## src/rtl/tmr_pkg.sv

```systemverilog
package tmr_pkg;

  localparam int CFG_W = 6;

  typedef enum logic [1:0] {
    MD_IDLE = 2'd0,
    MD_GEN  = 2'd1,
    MD_CAPT = 2'd2,
    MD_WDOG = 2'd3
  } tmr_mode_e;

  // bit 5 spare, bit 4 both edges, bit 3 irq enable, bit 2 polarity, [1:0] mode
  typedef struct packed {
    logic      spare;
    logic      both;
    logic      ien;
    logic      pol;
    tmr_mode_e mode;
  } tmr_cfg_t;

  typedef enum logic [1:0] {
    RA_CFG  = 2'd0,
    RA_PER  = 2'd1,
    RA_WID  = 2'd2,
    RA_RSVD = 2'd3
  } tmr_addr_e;

endpackage

```

## src/rtl/tmr_insync.sv

```systemverilog
module tmr_insync #(
  parameter int STAGES = 2
) (
  input  logic clk,
  input  logic rst_n,
  input  logic d_i,
  output logic rise_o,
  output logic fall_o
);
  localparam int TOP = STAGES;

  // sh[STAGES-1] is the synchronized level, sh[STAGES] its previous value
  logic [TOP:0] sh;

  always_ff @(posedge clk) begin
    if (!rst_n) sh <= '0;
    else        sh <= {sh[TOP-1:0], d_i};
  end

  assign rise_o = sh[TOP-1] & ~sh[TOP];
  assign fall_o = ~sh[TOP-1] & sh[TOP];
endmodule

```

## src/rtl/tmr_core.sv

```systemverilog
module tmr_core
  import tmr_pkg::*;
#(
  parameter int CW   = 32,
  parameter int SYNC = 2
) (
  input  logic          clk,
  input  logic          rst_n,
  input  logic          en_i,
  input  logic          wr_cfg_i,
  input  logic          wr_per_i,
  input  logic          wr_wid_i,
  input  logic [CW-1:0] wr_data_i,
  input  logic          pin_i,
  output logic          pin_o,
  output logic          pin_oe_o,
  output logic          irq_o,
  output logic          evt_o,
  output logic          edge_o,
  output tmr_cfg_t      cfg_o,
  output logic [CW-1:0] cnt_o,
  output logic [CW-1:0] per_o,
  output logic [CW-1:0] wid_o
);
  localparam logic [CW-1:0] ONE = CW'(1);

  function automatic logic [CW-1:0] sat_inc(input logic [CW-1:0] c);
    return (c == '1) ? c : c + ONE;
  endfunction

  function automatic logic gen_wrap(input logic [CW-1:0] c, input logic [CW-1:0] p);
    return c >= p;
  endfunction

  function automatic logic gen_level(input logic [CW-1:0] c, input logic [CW-1:0] w,
                                     input logic pol);
    logic act;
    act = (c != '0) && (c <= w);
    return pol ? act : ~act;
  endfunction

  tmr_cfg_t      cfg_q;
  logic [CW-1:0] cnt_q, cnt_d;
  logic [CW-1:0] per_sh, wid_sh;
  logic [CW-1:0] per_q, per_d, wid_q, wid_d;
  logic          armed_q, armed_d;
  logic          evt, irq_q;
  logic          rise, fall, lead, trail, wd_edge;

  tmr_insync #(.STAGES(SYNC)) u_sync (
    .clk    (clk),
    .rst_n  (rst_n),
    .d_i    (pin_i),
    .rise_o (rise),
    .fall_o (fall)
  );

  assign lead    = cfg_q.pol ? rise : fall;
  assign trail   = cfg_q.pol ? fall : rise;
  assign wd_edge = cfg_q.both ? (rise | fall) : lead;

  always_comb begin
    cnt_d   = cnt_q;
    per_d   = per_q;
    wid_d   = wid_q;
    armed_d = armed_q;
    evt     = 1'b0;
    if (!en_i) begin
      cnt_d   = '0;
      per_d   = per_sh;
      wid_d   = wid_sh;
      armed_d = 1'b0;
    end else begin
      unique case (cfg_q.mode)
        MD_IDLE: begin
          cnt_d   = '0;
          per_d   = per_sh;
          wid_d   = wid_sh;
          armed_d = 1'b0;
        end
        MD_GEN: begin
          if (gen_wrap(cnt_q, per_q)) begin
            cnt_d = ONE;
            per_d = per_sh;
            wid_d = wid_sh;
            evt   = (cnt_q != '0);
          end else begin
            cnt_d = cnt_q + ONE;
          end
        end
        MD_CAPT: begin
          cnt_d = sat_inc(cnt_q);
          if (lead) begin
            cnt_d   = ONE;
            armed_d = 1'b1;
            if (armed_q) begin
              per_d = cnt_q;
              evt   = 1'b1;
            end
          end
          if (trail && armed_q) wid_d = cnt_q;
        end
        MD_WDOG: begin
          if (wd_edge) begin
            cnt_d = '0;
            per_d = per_sh;
            wid_d = wid_sh;
          end else if (cnt_q < per_q) begin
            cnt_d = cnt_q + ONE;
            if ((cnt_q + ONE) == per_q) begin
              evt   = 1'b1;
              per_d = per_sh;
              wid_d = wid_sh;
            end
          end
        end
        default: cnt_d = '0;
      endcase
    end
  end

  always_ff @(posedge clk) begin
    if (!rst_n) begin
      cfg_q   <= '0;
      per_sh  <= '0;
      wid_sh  <= '0;
      per_q   <= '0;
      wid_q   <= '0;
      cnt_q   <= '0;
      armed_q <= 1'b0;
      irq_q   <= 1'b0;
    end else begin
      if (wr_cfg_i) cfg_q  <= tmr_cfg_t'(wr_data_i[CFG_W-1:0]);
      if (wr_per_i) per_sh <= wr_data_i;
      if (wr_wid_i) wid_sh <= wr_data_i;
      per_q   <= per_d;
      wid_q   <= wid_d;
      cnt_q   <= cnt_d;
      armed_q <= armed_d;
      irq_q   <= en_i & cfg_q.ien & evt;
    end
  end

  assign pin_o    = gen_level(cnt_q, wid_q, cfg_q.pol);
  assign pin_oe_o = en_i && (cfg_q.mode == MD_GEN);
  assign irq_o    = irq_q;
  assign evt_o    = evt;
  assign edge_o   = (cfg_q.mode == MD_WDOG) ? wd_edge : lead;
  assign cfg_o    = cfg_q;
  assign cnt_o    = cnt_q;
  assign per_o    = per_q;
  assign wid_o    = wid_q;
endmodule

```

## src/rtl/gp_timer.sv

```systemverilog
module gp_timer
  import tmr_pkg::*;
#(
  parameter int N_TMR = 2,
  parameter int CW    = 32,
  parameter int SYNC  = 2,
  localparam int IW   = (N_TMR > 1) ? $clog2(N_TMR) : 1
) (
  input  logic                clk,
  input  logic                rst_n,
  input  logic [N_TMR-1:0]    en_i,
  input  logic                wr_en,
  input  logic [IW-1:0]       wr_tmr,
  input  logic [1:0]          wr_addr,
  input  logic [CW-1:0]       wr_data,
  input  logic [N_TMR-1:0]    pin_i,
  output logic [N_TMR-1:0]    pin_o,
  output logic [N_TMR-1:0]    pin_oe,
  output logic [N_TMR-1:0]    irq_o,
  output logic [N_TMR*6-1:0]  cfg_o,
  output logic [N_TMR*CW-1:0] cnt_o,
  output logic [N_TMR*CW-1:0] per_o,
  output logic [N_TMR*CW-1:0] wid_o
);
  // internal events brought out for the bound checker
  logic [N_TMR-1:0] evt_w;
  logic [N_TMR-1:0] edge_w;

  for (genvar i = 0; i < N_TMR; i++) begin : g_tmr
    logic     hit;
    tmr_cfg_t cfg_w;
    assign hit = wr_en && (wr_tmr == IW'(i));

    tmr_core #(.CW(CW), .SYNC(SYNC)) u_core (
      .clk       (clk),
      .rst_n     (rst_n),
      .en_i      (en_i[i]),
      .wr_cfg_i  (hit && (wr_addr == RA_CFG)),
      .wr_per_i  (hit && (wr_addr == RA_PER)),
      .wr_wid_i  (hit && (wr_addr == RA_WID)),
      .wr_data_i (wr_data),
      .pin_i     (pin_i[i]),
      .pin_o     (pin_o[i]),
      .pin_oe_o  (pin_oe[i]),
      .irq_o     (irq_o[i]),
      .evt_o     (evt_w[i]),
      .edge_o    (edge_w[i]),
      .cfg_o     (cfg_w),
      .cnt_o     (cnt_o[i*CW +: CW]),
      .per_o     (per_o[i*CW +: CW]),
      .wid_o     (wid_o[i*CW +: CW])
    );
    assign cfg_o[i*CFG_W +: CFG_W] = cfg_w;
  end
endmodule

```

## config.mk

```make
export PLATFORM = sky130hd
export DESIGN_NAME = gp_timer
export DESIGN_NICKNAME = d
export VERILOG_FILES = /design/src/rtl/tmr_pkg.sv /design/src/rtl/tmr_insync.sv /design/src/rtl/tmr_core.sv /design/src/rtl/gp_timer.sv
export SDC_FILE = /design/constraint.sdc
export NUM_CORES = 1
export LEC_CHECK = 0
export ABC_AREA = 1
export ABC_CLOCK_PERIOD_IN_PS = 5500
export BUFFER_PORTS_ARGS = -buffer_cell sky130_fd_sc_hd__buf_2
export CAP_MARGIN = 20
export CORE_ASPECT_RATIO = 0.6
export CORE_MARGIN = 4
export CORE_UTILIZATION = 25
export DETAILED_ROUTE_END_ITERATION = 6
export SYNTH_ARGS = -nofsm -noshare
export SYNTH_HDL_FRONTEND = slang
export SYNTH_SLANG_ARGS = --single-unit
export TNS_END_PERCENT = 5
```

## constraint.sdc

```tcl
create_clock -name clk -period 5.5 [get_ports clk]
set_input_delay 0.275 -clock clk [delete_from_list [all_inputs] [get_ports clk]]
set_output_delay 0.275 -clock clk [all_outputs]
set_load 0.02 [all_outputs]
```

# Word-level counts from Yosys, hierarchy flattened
# Cells that the tools add are included.
# word_totals
regBits	342
wordCells	182
output_inout_bits	210
# op_classes
n_reduce_logical	31
n_addsub	2
n_mux	70
order_cmp	6
eq_ne	30
bitwise	17
# ops
op	n
32-bit 2-to-1 mux	36
32-bit one-hot mux with 4 select lines	6
32-bit by 1-bit adder with 32-bit output, second input constant	2
32-bit == test	2
32-bit == test, second input constant	2
32-bit greater-or-equal comparator	2
32-bit less-or-equal comparator	2
32-bit < comparator	2
32-bit nonzero test	2
3-bit by 2-bit != test with 1-bit output, second input constant	10
1-bit 2-to-1 mux	24
4-bit by 2-bit != test with 1-bit output, second input constant	4
1-bit logical AND	14
2-bit AND reduction	6
2-bit == test, second input constant	5
5-bit AND reduction	2
1-bit AND	8
4-bit AND reduction	2
1-bit NOT	7
2-bit by 1-bit == test with 1-bit output, second input constant	3
2-bit zero test	3
3-bit by 1-bit != test with 1-bit output, second input constant	2
1-bit one-hot mux with 3 select lines	2
2-bit by 1-bit != test with 1-bit output, second input constant	2
other kinds (3)	6

# Logic depth before layout (Yosys ltp)
# Gate-level depths: netlist of run 1.
# logic_depth
ltp_word	8
depth_mapped	21
mapped_depth_nobuf	20

# Hierarchy
# A second synthesis of run 1 with hierarchy kept.
# unflattened
cells_unflattened	3669
hier_area_um2	22602.9
# modules_own_cells
mod	area_each_um2	instances	cells_per_inst
tmr_core at g_tmr[0].u_core	11519.8	1	1885
tmr_core at g_tmr[1].u_core	10830.4	1	1744
tmr_insync	100.1	2	13
gp_timer	52.6	1	14

# Worst setup path before layout of run 1
# Ideal clock, no wire load.
# synth_timing
path_kind	register to register
start	register g_tmr[1].u_core.per_q[31]
end	register g_tmr[1].u_core.per_q[25]
required_time_ns	5.385
stages_incl_launch_ff	17
slack_ns	2.768
setup_time_ns	0.115
arrival_ns	2.617
path_cell_list	dfxtp_1 -> inv_1 -> ha_1 -> nand2_1 -> nor2_1 -> nand2_1 -> nor4_1 -> nand2_1 -> nand2_1 -> inv_1 -> nand3_1 -> nand2_1 -> a21oi_1 -> clkbuf_1 -> nand3_1 -> nand2_1 -> nor2_1
# synth_between
elab_chain_len	3
word_cells_on_any_way	7
classes_between	order compare: 2; eq/ne: 4; reduce/logical: 1
# synth_rtl
element	line_no	rtl
start, declared	tmr_core.sv:45	logic [CW-1:0] per_q, per_d, wid_q, wid_d;
start signal, assigned	tmr_core.sv:136	per_q <= per_d;
32-bit < comparator (tied with other cells)	tmr_core.sv:108	end else if (cnt_q < per_q) begin
4-bit by 2-bit != test with 1-bit output (no line) / 3-bit by 2-bit != test with 1-bit output (equally long branches)	n/a	
5-bit AND reduction (no line) (*)	n/a	
# Every way passes the cells marked *; elsewhere a longest branch is shown, timed or not.
# A chain may end at the register's enable or synchronous reset.

# Final worst setup path of run 1
# layout_timing
start	register g_tmr[1].u_core.cnt_q[18]
end	register g_tmr[1].u_core.per_q[1]
# layout_between
elab_chain_len	4
word_cells_on_any_way	8
classes_between	add/sub: 1; order compare: 2; eq/ne: 4; reduce/logical: 1
# layout_rtl
element	line_no	rtl
start, declared	tmr_core.sv:43	logic [CW-1:0] cnt_q, cnt_d;
start signal, assigned	tmr_core.sv:138	cnt_q <= cnt_d;
32-bit by 1-bit adder with 32-bit output	tmr_core.sv:110	if ((cnt_q + ONE) == per_q) begin
32-bit == test	tmr_core.sv:110	
4-bit by 2-bit != test with 1-bit output (no line)	n/a	
5-bit AND reduction (no line) (*)	n/a	
# Marked as above.

==> results of run 1 <==
-- per-layer routing --
layer / global-route usage / vias up / share of wire
li1: - / 11700 / -
met1: 0.305 / 11100 / 0.50
met2: 0.252 / 992 / 0.37
met3: 0.0597 / 91 / 0.11
met4: 0.0375 / 2 / 0.017
met5: 0 / - / 0.00021
-- logic make-up (layout without fill, tap and decap cells) --
| group | Yosys count | count (layout) |
|---|---|---|
| XOR/XNOR | 15 | 15 |
| AO/OA/AOI/OAI | 573 | 573 |
| flip-flops | 342 | 342 |
| buffers and inverters | 613 | 816 |
| other | 0 | 2 |
| adder cells (fa/ha/maj) | 136 | 136 |
| AND/OR/NAND/NOR | 1858 | 1858 |
-- per-stage QoR --
stage | area (sq um) | hold WS, ns
floorplan | 21900 | 0.373
global placement | 24200 | 0.398
detailed placement | 24200 | 0.412
CTS | 25700 | 0.00583
global route | 25700 | 0.0319
finish | 25700 | 0.0290
-- layout make-up --
class	instances	area, sq um	share of cell area
multi-input combinational	2582	12700	0.493
timing repair buffer	291	1650	0.0642
clock buffer	58	1220	0.0476
antenna	2	5.00	0.000195
tap	1147	1440	0.0558
clock inverter	17	189	0.00735
inverter	450	1690	0.0657
sequential	342	6850	0.266
-- state kept, by name, summed over array words and instances, names as in the netlist --
signal / cells
g_tmr.u_core.armed_q: 2
g_tmr.u_core.cfg_o: 12
g_tmr.u_core.cnt_o: 64
g_tmr.u_core.irq_o: 2
g_tmr.u_core.per_o: 64
g_tmr.u_core.per_sh: 64
g_tmr.u_core.u_sync.sh: 6
g_tmr.u_core.wid_o: 64
g_tmr.u_core.wid_sh: 64
-- power by group through the flow --
| stage | Clock (mW) | Sequential [mW] | Combinational (mW) |
|---|---|---|---|
| floorplan | 0 | 2.72 | 0.468 |
| global placement | 0 | 2.69 | 0.863 |
| detailed placement | 0 | 2.69 | 0.866 |
| CTS | 2.99 | 2.63 | 0.872 |
| global route | 3.09 | 2.64 | 0.972 |
| finish | 2.92 | 2.63 | 0.881 |
-- layout by cell type (no fill, tap or decap), types with 3 or more instances in the layout --
cell type,n
a21oi_1,305
ha_1,136
nand3_1,313
clkbuf_1,6
buf_4,30
clkinv_2,6
clkinv_1,3
o21ai_4,3
clkinvlp_4,3
nand2_2,9
nor3_1,14
nand3_2,4
nor2_1,502
o21a_1,5
a31oi_1,4
buf_2,250
nand4_1,81
nand2_4,3
inv_2,7
a211oi_1,3
clkbuf_8,10
nand2_1,897
o211ai_1,5
dfxtp_1,342
xor2_1,12
o21bai_1,4
clkbuf_16,43
o21ai_0,231
inv_1,440
dlygate4sd3_1,4
nor4_1,10
bufinv_16,3
nor2_4,13
nor2_2,5
o21ai_1,8
buf_12,6
-- how the worst min path moves through the flow --
stage / start / to / cells past startpoint / slack (ns)
finish: wr_data[16] / g_tmr[0].u_core.per_sh[16] / 3 / 0.03
global route: wr_data[29] / g_tmr[0].u_core.wid_sh[29] / 3 / 0.03
CTS: wr_data[16] / g_tmr[0].u_core.per_sh[16] / 3 / 0.006
detailed placement: g_tmr[0].u_core.u_sync.sh[0] / g_tmr[0].u_core.u_sync.sh[1] / 2 / 0.41
global placement: g_tmr[1].u_core.u_sync.sh[0] / g_tmr[1].u_core.u_sync.sh[1] / 2 / 0.40
floorplan: pin_i[0] / g_tmr[0].u_core.u_sync.sh[0] / 2 / 0.37
-- synthesized netlist by cell type (6+ instances only) --
| cell type | instances | area, sq um |
|---|---|---|
| nand2_1 | 901 | 3380 |
| nor2_1 | 508 | 1910 |
| inv_1 | 441 | 1660 |
| dfxtp_1 | 342 | 6850 |
| nand3_1 | 313 | 1570 |
| a21oi_1 | 306 | 1530 |
| o21ai_0 | 233 | 1170 |
| ha_1 | 136 | 1700 |
| clkbuf_1 | 110 | 413 |
| nand4_1 | 81 | 507 |
| buf_4 | 18 | 135 |
| buf_1 | 16 | 60.1 |
| buf_6 | 15 | 169 |
| nor3_1 | 14 | 70.1 |
| xor2_1 | 12 | 105 |
| nor4_1 | 10 | 62.6 |
| o21ai_1 | 9 | 45.0 |
| inv_2 | 7 | 26.3 |
| nor2_4 | 7 | 78.8 |
| nand2_2 | 6 | 37.5 |
-- critical path: cells and delay by family, from the launching register on --
kind	cells	cell delay, ns
simple gates	15	2.95
flops	1	0.66
buf+inv	1	0.48
-- repair_timing --
item | 4_1_cts | 5_1_grt
resized for setup | 0 | 0
hold endpoints to repair | 4 | 0
hold buffers | 4 | 0
==> out/metrics.csv, run 1 <==
stage,metric,value,unit
status,status,finished with violations,
status,failing checks,design-rule violations,
yosys,synthesized netlist cell count,3537,
finish,area grow syn2layout,17.4,%
yosys,"Top FF cell, synth",dfxtp_1,
sta,Final min period,4.23,ns
floorplanning,Die X,390,um
pwr,"IR drop worst, VDD",0.000161,V
detailed_routing,DR WL/cell,19.2,um
yosys,fraction of synthesized cell area in xor and xnor cells,0.00663,
detailed_routing,drt drc,4,
yosys,ys async rst share,0,
flow_run,number of max-cap violations,0,
floorplanning,core area,86200,sq um
place,Inst Count DP,4808,
global_routing,vias in the first global route,20900,
place,DP Worst Slack,1.42,ns
finish,fillcell total,9654,
global_routing,global-route wire length before repair,138000,um
setup_path,kind of critical path,reg2reg,
sta,Setup-failing EPs final,0,
cts,clk root buf,clkbuf_16,
cts,CTS Sinks,342,
finish,Nets,3886,
detailed_routing,final WL,93700,um
cts,Clock Pin Slew Worst Setup and Hold Paths,0.07,ns
setup_path,worst setup path end,g_tmr[1].u_core.per_o[1],
yosys,Synth Area in Adders,0.0777,
cts,H-Tree Depth,2,
floorplanning,Initial Utilization,0.254,
yosys,syn_nets,3715,
setup_path,largest fanout on the critical path,36,
floorplanning,I/O Pins,252,
pwr,clock share of power,0.453,
finish,final core utilization,0.298,
setup_path,"Req. time, crit path",5.97,ns
place,IO buf count,251,
sta,Final Hold Fails,0,
floorplanning,Die Area,92500,sq um
sta,RSZ-0062 raised after global routing,false,
global_routing,total gr overflow,0,
yosys,register area share after synthesis,0.313,
cts,CTS tree,built,
yosys,Synth Area in Simple Gates,0.356,
cts,Post-CTS Setup Bufs,0,
setup_path,worst reg2reg startpoint,g_tmr[1].u_core.cnt_o[18],
yosys,synth unique cells,41,
sta,Pins Over Slew Limit,0,
place,routability cong.,1.02,
pwr,net switching power,1.91,mW
hold_path,Min-Delay Path Class,in2reg,
yosys,number of synthesized flops with an enable pin,0,
pwr,PwrDens,250,nW/um^2
yosys,area of the mapped netlist,21900,sq um
floorplanning,die height,237,um
sta,TNS Setup,0,ns
finish,Non-Filler Instances,4889,
setup_path,crit start category,register,
global_routing,initial antenna violation count,8,
detailed_routing,Initial DRC Count,2615,
pwr,Comb pwr share,0.137,
sta,"Worst Setup Slack, final",1.27,ns
detailed_routing,via count,23900,
global_routing,GRT Overall Usage,0.194,
yosys,average instance area after synthesis,6.19,sq um
sta,Slew HR,0.198,
setup_path,R2R setup slack,1.27,ns
yosys,#FFs+latches synth,342,
sta,FMAX,0.236,GHz
yosys,compound-cell area share of the yosys netlist,0.134,
setup_path,Critical Path Start,g_tmr[1].u_core.cnt_o[18],
setup_path,R2R cell count,16,
yosys,Ys Warns,0,
yosys,largest family of logic cells by synthesized area,simple AND/OR/NAND/NOR gates,
pwr,total power,6.43,mW
pwr,Flop pwr share,0.410,
setup_path,arrival time at the worst endpoint,4.70,ns
detailed_routing,"antenna viol nets, final",0,
cts,latest clock arrival within the worst-skew pair,0.59,ns
finish,layout cell share with drive strength beyond 1,0.108,
pwr,leakage,12.2,nW
setup_path,CP endpoint kind,register,
sta,Slew @ Worst Pin,1.20,ns
sta,final setup skew,0.0309,ns
sta,period utilization,0.769,
setup_path,Critical R2R Capture,g_tmr[1].u_core.per_o[1],
detailed_routing,TritonRoute pass-1 iters,7,
setup_path,"Cell Chain, Critical Path",nand2_1 -> nor2_1 -> nand2_1 -> nor2_1 -> nand3_1 -> nand3_1 -> nand2_1 -> nor2_1 -> nand2_1 -> nor2_1 -> nand3_1 -> nand3_2 -> buf_4 -> nand3_1 -> nand2_1 -> nor2_1,
pwr,Switching Share,0.297,
pwr,Int Pwr,4.52,mW
setup_path,Crit-path slowest cell,dfxtp_1,
cts,CTS Buffer Depth,3,
cts,Num CTS Buffers,41,
global_routing,largest net degree at the start of global routing,88,
place,HPWL Detailed,71700,um
setup_path,"slowest stage delay, CP",0.66,ns
detailed_routing,post-DR vias/cell,4.90,
yosys,mux contribution to synthesized area,0,
floorplanning,num rows,83,
(Power assumes the default switching activity.)
==> run 2: changes to the inputs <==
--- a/config.mk
+++ b/config.mk
@@ -5,8 +5,8 @@
 export SDC_FILE = /design/constraint.sdc
 export NUM_CORES = 1
 export LEC_CHECK = 0
-export ABC_AREA = 1
-export ABC_CLOCK_PERIOD_IN_PS = 5500
+export ABC_AREA = 0
+export ABC_CLOCK_PERIOD_IN_PS = 3600
 export BUFFER_PORTS_ARGS = -buffer_cell sky130_fd_sc_hd__buf_2
 export CAP_MARGIN = 20
 export CORE_ASPECT_RATIO = 0.6
==> constraint.sdc (replaced) <==
create_clock -name clk -period 3.6 [get_ports clk]
set_input_delay 0.18 -clock clk [delete_from_list [all_inputs] [get_ports clk]]
set_output_delay 0.18 -clock clk [all_outputs]
set_load 0.02 [all_outputs]
==> out/metrics.csv, run 2 <==
stage,metric,value,unit,change
yosys,synth unique cells,83,,was 41
detailed_routing,TritonRoute pass-1 iters,6,,was 7
global_routing,GR Layer Usage met1,0.333,,was 0.305
hold_path,Min-Delay Path Class,in2reg,,unchanged
yosys,#FFs+latches synth,342,,unchanged
floorplanning,I/O Pins,252,,unchanged
global_routing,largest net degree at the start of global routing,107,,was 88
global_routing,GR Util met2,0.257,,was 0.252
sta,final setup skew,0.0354,ns,was 0.0309 ns
yosys,average instance area after synthesis,7.87,sq um,was 6.19 sq um
setup_path,"slowest stage delay, CP",0.40,ns,was 0.66 ns
pwr,clock share of power,0.461,,was 0.453
finish,area grow syn2layout,27.4,%,was 17.4%
pwr,Flop pwr share,0.441,,was 0.410
setup_path,kind of critical path,reg2out,,was reg2reg
pwr,"IR drop worst, VDD",0.000285,V,was 0.000161 V
finish,multi-input logic area,12900,sq um,was 12700 sq um
sta,Final min period,3.61,ns,
global_routing,most used routing layer,met1,,unchanged
yosys,top cells by instance count after synthesis,"nand2_1, dfxtp_1, inv_1",,"was nand2_1, nor2_1, inv_1"
detailed_routing,post-DR vias/cell,5.16,,was 4.90
pwr,PwrDens,331,nW/um^2,was 250 nW/um^2
cts,CTS Sinks,342,,unchanged
yosys,Yosys top cell by area,dfxtp_1,,unchanged
setup_path,Crit-path slowest cell,dfxtp_2,,was dfxtp_1
yosys,ranking of synthesized cells by area,"dfxtp_1, nand2_1, ha_1",,"was dfxtp_1, nand2_1, nor2_1"
setup_path,largest fanout on the critical path,9,,was 36
sta,FMAX,0.277,GHz,
yosys,register area share after synthesis,0.327,,was 0.313
sta,Pins Over Slew Limit,0,,unchanged
sta,Slew HR,0.372,,was 0.198
place,HPWL Detailed,74000,um,was 71700 um
yosys,ys async rst share,0,,unchanged
detailed_routing,"antenna viol nets, final",0,,unchanged
finish,fillcell total,8877,,was 9654
finish,layout cell share with drive strength beyond 1,0.228,,was 0.108
global_routing,GRT Overall Usage,0.205,,was 0.194
cts,H-Tree Depth,2,,unchanged
setup_path,CP Buf/Inv Count,4,,was 1
setup_path,critical path's top delay family,simple AND/OR/NAND/NOR gates,,unchanged
detailed_routing,via count,21600,,was 23900
cts,CTS Buffer Depth,3,,unchanged
cts,CTS tree,built,,unchanged
yosys,synthesized netlist cell count,2664,,was 3537
cts,latest clock arrival within the worst-skew pair,0.57,ns,was 0.59 ns
finish,"most common cell after layout, fill and taps aside",nand2_1,,unchanged
global_routing,initial antenna violation count,11,,was 8
cts,Num CTS Buffers,39,,was 41
floorplanning,Initial Utilization,0.255,,was 0.254
floorplanning,core area,82300,sq um,was 86200 sq um
global_routing,global-route wire length before repair,137000,um,was 138000 um
global_routing,total gr overflow,0,,unchanged
sta,period utilization,1.00,,
pwr,total power,8.83,mW,was 6.43 mW
sta,TNS Setup,-0.00560,ns,was 0 ns
finish,register area,6850,sq um,about the same
yosys,number of synthesized flops with an enable pin,0,,unchanged
detailed_routing,DR WL/cell,22.7,um,was 19.2 um
sta,"Worst Setup Slack, final",-0.00560,ns,was 1.27 ns
sta,RSZ-0062 raised after global routing,true,,was false
yosys,syn_nets,2842,,was 3715
status,failing checks,negative setup slack,,was design-rule violations
pwr,leakage,11.1,nW,was 12.2 nW
setup_path,crit start category,register,,unchanged
global_routing,GR Util met3,0.0598,,was 0.0597
yosys,top-count cell post-synth,nand2_1,,unchanged
setup_path,CP endpoint kind,primary output,,was register
cts,clk root buf,clkbuf_16,,unchanged
yosys,Ys Warns,0,,unchanged
floorplanning,Die X,382,um,was 390 um
setup_path,arrival time at the worst endpoint,3.43,ns,was 4.70 ns
sta,Slew @ Worst Pin,0.939,ns,was 1.20 ns
setup_path,"Req. time, crit path",3.42,ns,was 5.97 ns
floorplanning,num rows,81,,was 83
yosys,share of the synthesized area in the top cell type,0.327,,was 0.313
floorplanning,die height,232,um,was 237 um
pwr,Switching Share,0.264,,was 0.297
finish,most frequent cells in the layout,"nand2_1, dfxtp_1, buf_2",,"was nand2_1, nor2_1, inv_1"
sta,Final Hold Fails,0,,unchanged
setup_path,CP most frequent cell,buf_4,,
finish,Nets,3220,,was 3886
detailed_routing,drt drc,0,,was 4
cts,Clock Pin Slew Worst Setup and Hold Paths,0.06,ns,was 0.07 ns
global_routing,vias in the first global route,19700,,was 20900
sta,Setup-failing EPs final,1,,was 0
yosys,"Top FF cell, synth",dfxtp_1,,unchanged
pwr,Int Pwr,6.50,mW,was 4.52 mW
yosys,area of the mapped netlist,21000,sq um,was 21900 sq um
setup_path,"Cell Chain, Critical Path",buf_4 -> ha_1 -> nand4_1 -> nor4_1 -> buf_4 -> nand2_1 -> nor2_1 -> a211oi_2 -> o21ai_2 -> buf_4 -> xor2_1 -> buf_4,,was nand2_1 -> nor2_1 -> nand2_1 -> nor2_1 -> nand3_1 -> nand3_1 -> nand2_1 -> nor2_1 -> nand2_1 -> nor2_1 -> nand3_1 -> nand3_2 -> buf_4 -> nand3_1 -> nand2_1 -> nor2_1
floorplanning,Die Area,88700,sq um,was 92500 sq um
status,status,finished with violations,,unchanged
pwr,Comb pwr share,0.098,,was 0.137
place,routability cong.,1.02,,about the same
flow_run,number of max-cap violations,0,,unchanged
detailed_routing,Initial DRC Count,2846,,was 2615
place,IO buf count,251,,unchanged
detailed_routing,final WL,95100,um,was 93700 um
pwr,net switching power,2.33,mW,was 1.91 mW
-- run 2: changes by cell type after synthesis, moves of 35 or more --
| cell | previous run | this run |
|---|---|---|
| xnor2_1 | 2 | 52 |
| clkbuf_1 | 110 | 149 |
| a21boi_0 | 0 | 131 |
| o221a_2 | 0 | 64 |
| nor2b_1 | 0 | 35 |
| o21ai_0 | 233 | 97 |
| nor2_1 | 508 | 95 |
| inv_1 | 441 | 150 |
| mux2i_1 | 0 | 79 |
| a21oi_1 | 306 | 101 |
| nand3_1 | 313 | 43 |
| nand2_1 | 901 | 624 |
| o22a_1 | 0 | 62 |
-- run 2: cells by family after synthesis --
family,count (synthesis),synth area share
xor gates and xnor gates,73,0.0305
buffers and inverters,352,0.0686
AOI/OAI and AO/OA,602,0.212
and+or+nand+nor,1075,0.240
DFF,342,0.327
muxes,83,0.0399
adders and majority gates,137,0.0816
-- run 2: final timing paths --
kind / endpoint / cells past startpoint / start / slack (ns)
max: pin_o[0] / 12 / g_tmr[0].u_core.cnt_o[24] / -0.006
min: g_tmr[0].u_core.wid_sh[8] / 3 / wr_data[8] / 0.03
max reg2reg: g_tmr[0].u_core.cnt_o[24] / 12 / g_tmr[0].u_core.cnt_o[17] / 0.01
min reg2reg: g_tmr[0].u_core.u_sync.sh[1] / 1 / g_tmr[0].u_core.u_sync.sh[0] / 0.46
-- run 2: power groups by stage --
stage          clock, mW  sequential, mW  combinational, mW
6_report            4.07            3.90              0.866
5_1_grt             4.30            3.90              0.925
4_1_cts             4.16            3.90              0.836
3_5_place_dp           0            3.98              0.796
3_3_place_gp           0            3.98              0.791
2_1_floorplan          0            4.00              0.389
-- run 2: cell type report --
| class | count | share of cell area |
|---|---|---|
| Sequential cell | 342 | 0.256 |
| Clock inverter | 9 | 0.00412 |
| Tap cell | 1120 | 0.0524 |
| Inverter | 150 | 0.0211 |
| Antenna cell | 3 | 0.000281 |
| Clock buffer | 60 | 0.0429 |
| Multi-Input combinational cell | 1970 | 0.482 |
| Timing Repair Buffer | 539 | 0.141 |
-- run 2: repair_timing --
action | in CTS | in global routing
cloned | 0 | 1
hold buffers | 26 | 0
setup buffers | 1 | 6
gates resized for setup | 15 | 27
setup endpoints to repair | 101 | 180
hold endpoints to repair | 90 | 0
pin swaps | 2 | 8
-- run 2: per-stage QoR --
step | area [sq um] | cells | util | setup WS [ns] | hold WS, ns
after floorplan | 21000 | 2664 | - | 0.198 | 0.307
after global placement | 24900 | 4086 | 0.303 | -0.236 | 0.426
after detailed placement | 24900 | 4087 | 0.303 | -0.216 | 0.423
after CTS | 26500 | 4183 | 0.322 | -0.0405 | 0.000623
after global routing | 26700 | 4191 | 0.325 | -0.0917 | 0.0130
final | 26700 | 4193 | 0.325 | -0.00560 | 0.0313
-- run 2: layer usage --
layer  wire length [um]  up-vias
met5                 62        -
met4               1460       10
met3              10000      112
met2              33900     1032
met1              49700    10400
li1                   -    10100
-- run 2: worst register-to-register path, delay by kind of cell, from the launching register on --
family / cells / cell delay, ns
compound gates: 7 / 1.72
fa+ha+maj: 1 / 0.33
buf+inv: 2 / 0.32
flops: 1 / 0.35
simple gates: 2 / 0.78
==> run 3: changes to the inputs <==
--- a/config.mk
+++ b/config.mk
@@ -13,6 +13,7 @@
 export CORE_MARGIN = 4
 export CORE_UTILIZATION = 25
 export DETAILED_ROUTE_END_ITERATION = 6
+export HOLD_SLACK_MARGIN = 0.06
 export SYNTH_ARGS = -nofsm -noshare
 export SYNTH_HDL_FRONTEND = slang
 export SYNTH_SLANG_ARGS = --single-unit
==> out/metrics.csv, run 3 (synthesis gave the netlist of run 2 again) <==
stage,metric,value,unit,change
floorplanning,I/O Pins,252,,unchanged
sta,FMAX,0.277,GHz,about the same
cts,CTS Sinks,342,,unchanged
status,failing checks,negative setup slack,,unchanged
setup_path,largest fanout on the critical path,9,,unchanged
detailed_routing,via count,21700,,was 21600
setup_path,"Req. time, crit path",3.42,ns,about the same
sta,Final Hold Fails,0,,unchanged
setup_path,CP endpoint kind,primary output,,unchanged
sta,Slew @ Worst Pin,0.938,ns,was 0.939 ns
sta,RSZ-0062 raised after global routing,true,,unchanged
cts,clk root buf,clkbuf_16,,unchanged
global_routing,largest net degree at the start of global routing,107,,unchanged
flow_run,number of max-cap violations,0,,unchanged
setup_path,kind of critical path,reg2out,,unchanged
hold_path,Min-Delay Path Class,in2reg,,unchanged
finish,"most common cell after layout, fill and taps aside",nand2_1,,unchanged
global_routing,total gr overflow,0,,unchanged
finish,layout cell share with drive strength beyond 1,0.228,,about the same
setup_path,worst setup path end,pin_o[0],,unchanged
sta,Final min period,3.61,ns,about the same
cts,CTS tree,built,,unchanged
floorplanning,Die Area,88700,sq um,unchanged
sta,Pins Over Slew Limit,0,,unchanged
place,HPWL Detailed,74000,um,unchanged
setup_path,Critical R2R Capture,g_tmr[0].u_core.cnt_o[24],,unchanged
detailed_routing,TritonRoute pass-1 iters,6,,unchanged
cts,Num CTS Buffers,39,,unchanged
floorplanning,die height,232,um,unchanged
detailed_routing,DR WL/cell,22.6,um,was 22.7 um
detailed_routing,drt drc,0,,unchanged
finish,register area,6850,sq um,unchanged
setup_path,Critical Path Start,g_tmr[0].u_core.cnt_o[31],,was g_tmr[0].u_core.cnt_o[24]
pwr,"IR drop worst, VDD",0.000283,V,was 0.000285 V
setup_path,arrival time at the worst endpoint,3.43,ns,about the same
place,area of placed instances,24900,sq um,unchanged
floorplanning,Die X,382,um,unchanged
finish,Non-Filler Instances,4203,,was 4193
global_routing,GRT Overall Usage,0.205,,about the same
floorplanning,core area,82300,sq um,unchanged
pwr,total power,8.84,mW,was 8.83 mW
setup_path,worst reg2reg startpoint,g_tmr[0].u_core.cnt_o[17],,unchanged
finish,multi-input logic area,12900,sq um,unchanged
pwr,leakage,11.1,nW,about the same
status,status,finished with violations,,unchanged
place,routability cong.,1.02,,unchanged
global_routing,initial antenna violation count,11,,unchanged
finish,area grow syn2layout,27.9,%,was 27.4%
sta,period utilization,1.00,,about the same
finish,Nets,3229,,was 3220
detailed_routing,post-DR vias/cell,5.16,,about the same
finish,most frequent cells in the layout,"nand2_1, dfxtp_1, buf_2",,unchanged
sta,Setup-failing EPs final,1,,unchanged
cts,Clock Pin Slew Worst Setup and Hold Paths,0.06,ns,about the same
pwr,PwrDens,330,nW/um^2,was 331 nW/um^2
place,Inst Count DP,4087,,unchanged
floorplanning,Initial Utilization,0.255,,unchanged
setup_path,R2R setup slack,0.03,ns,was 0.01 ns
place,DP Worst Slack,-0.216,ns,unchanged
detailed_routing,final WL,95100,um,about the same
sta,final setup skew,0.0313,ns,was 0.0354 ns
finish,final instance area,26800,sq um,was 26700 sq um
global_routing,global-route wire length before repair,137000,um,about the same
setup_path,R2R cell count,12,,unchanged
detailed_routing,Initial DRC Count,2599,,was 2846
finish,fillcell total,8874,,was 8877
sta,"Worst Setup Slack, final",-0.00813,ns,was -0.00560 ns
sta,Slew HR,0.375,,was 0.372
floorplanning,num rows,81,,unchanged
global_routing,vias in the first global route,19700,,about the same
cts,H-Tree Depth,2,,unchanged
cts,CTS Buffer Depth,3,,unchanged
cts,latest clock arrival within the worst-skew pair,0.57,ns,about the same
setup_path,crit start category,register,,unchanged
detailed_routing,"antenna viol nets, final",0,,unchanged
place,IO buf count,251,,unchanged
-- run 3: worst min path at each step --
stage | from | to | slack [ns] | depth (start not counted)
6_report | wr_data[4] | g_tmr[1].u_core.wid_sh[4] | 0.08 | 3
5_1_grt | wr_data[4] | g_tmr[1].u_core.wid_sh[4] | 0.09 | 3
4_1_cts | wr_data[4] | g_tmr[1].u_core.wid_sh[4] | 0.06 | 3
3_5_place_dp | g_tmr[0].u_core.u_sync.sh[0] | g_tmr[0].u_core.u_sync.sh[1] | 0.42 | 1
3_3_place_gp | g_tmr[0].u_core.u_sync.sh[0] | g_tmr[0].u_core.u_sync.sh[1] | 0.43 | 1
2_1_floorplan | pin_i[0] | g_tmr[0].u_core.u_sync.sh[0] | 0.31 | 1
-- run 3: repair_timing --
action / in CTS / in global routing
hold buffers: 35 / 0
pin swaps: 2 / 8
endpoints found under the hold margin: 133 / 0
setup endpoints to repair: 101 / 180
resized for setup: 15 / 27
setup buffers: 1 / 6
cloned: 0 / 1
-- run 3: through the flow --
stage               utilization  setup TNS, ns  hold WS (ns)
finish                    0.326       -0.00813        0.0810
global route              0.326         -0.819        0.0874
CTS                       0.323        -0.0489        0.0624
detailed placement        0.303         -11.00         0.423
global placement          0.303         -13.93         0.426
floorplan                     -              0         0.307
-- run 3: per-layer routing --
metal,up-vias,global-route usage,routed length [um]
li1,10100,-,-
met1,10400,0.333,49500
met2,1041,0.257,34000
met3,103,0.0600,10100
met4,10,0.0345,1450
met5,-,0,62
-- run 3: critical path, stage by stage (launching register included) --
cell and delay (ns):
dfxtp_1 0.35, buf_4 0.23, ha_1 0.33, nand4_1 0.22, nor4_1 0.33, buf_4 0.20
nand2_1 0.12, nor2_1 0.21, a211oi_2 0.10, o21ai_2 0.23, buf_4 0.21, xor2_1 0.17
buf_4 0.17
-- run 3: cell type report --
cell class / count / area share
multi-input cells: 1970 / 0.480
repair buffers: 548 / 0.144
clock inverters: 9 / 0.00411
well taps: 1120 / 0.0523
diodes: 4 / 0.000373
inverters: 150 / 0.0210
clock buffers: 60 / 0.0427
flip-flops and latches: 342 / 0.256
-- run 3: report_power, final --
part           internal, mW  switching [mW]  total, mW
clock network          2.34            1.73       4.07
logic                 0.323           0.552      0.875
registers              3.85          0.0513       3.90
total                  6.51            2.33       8.84
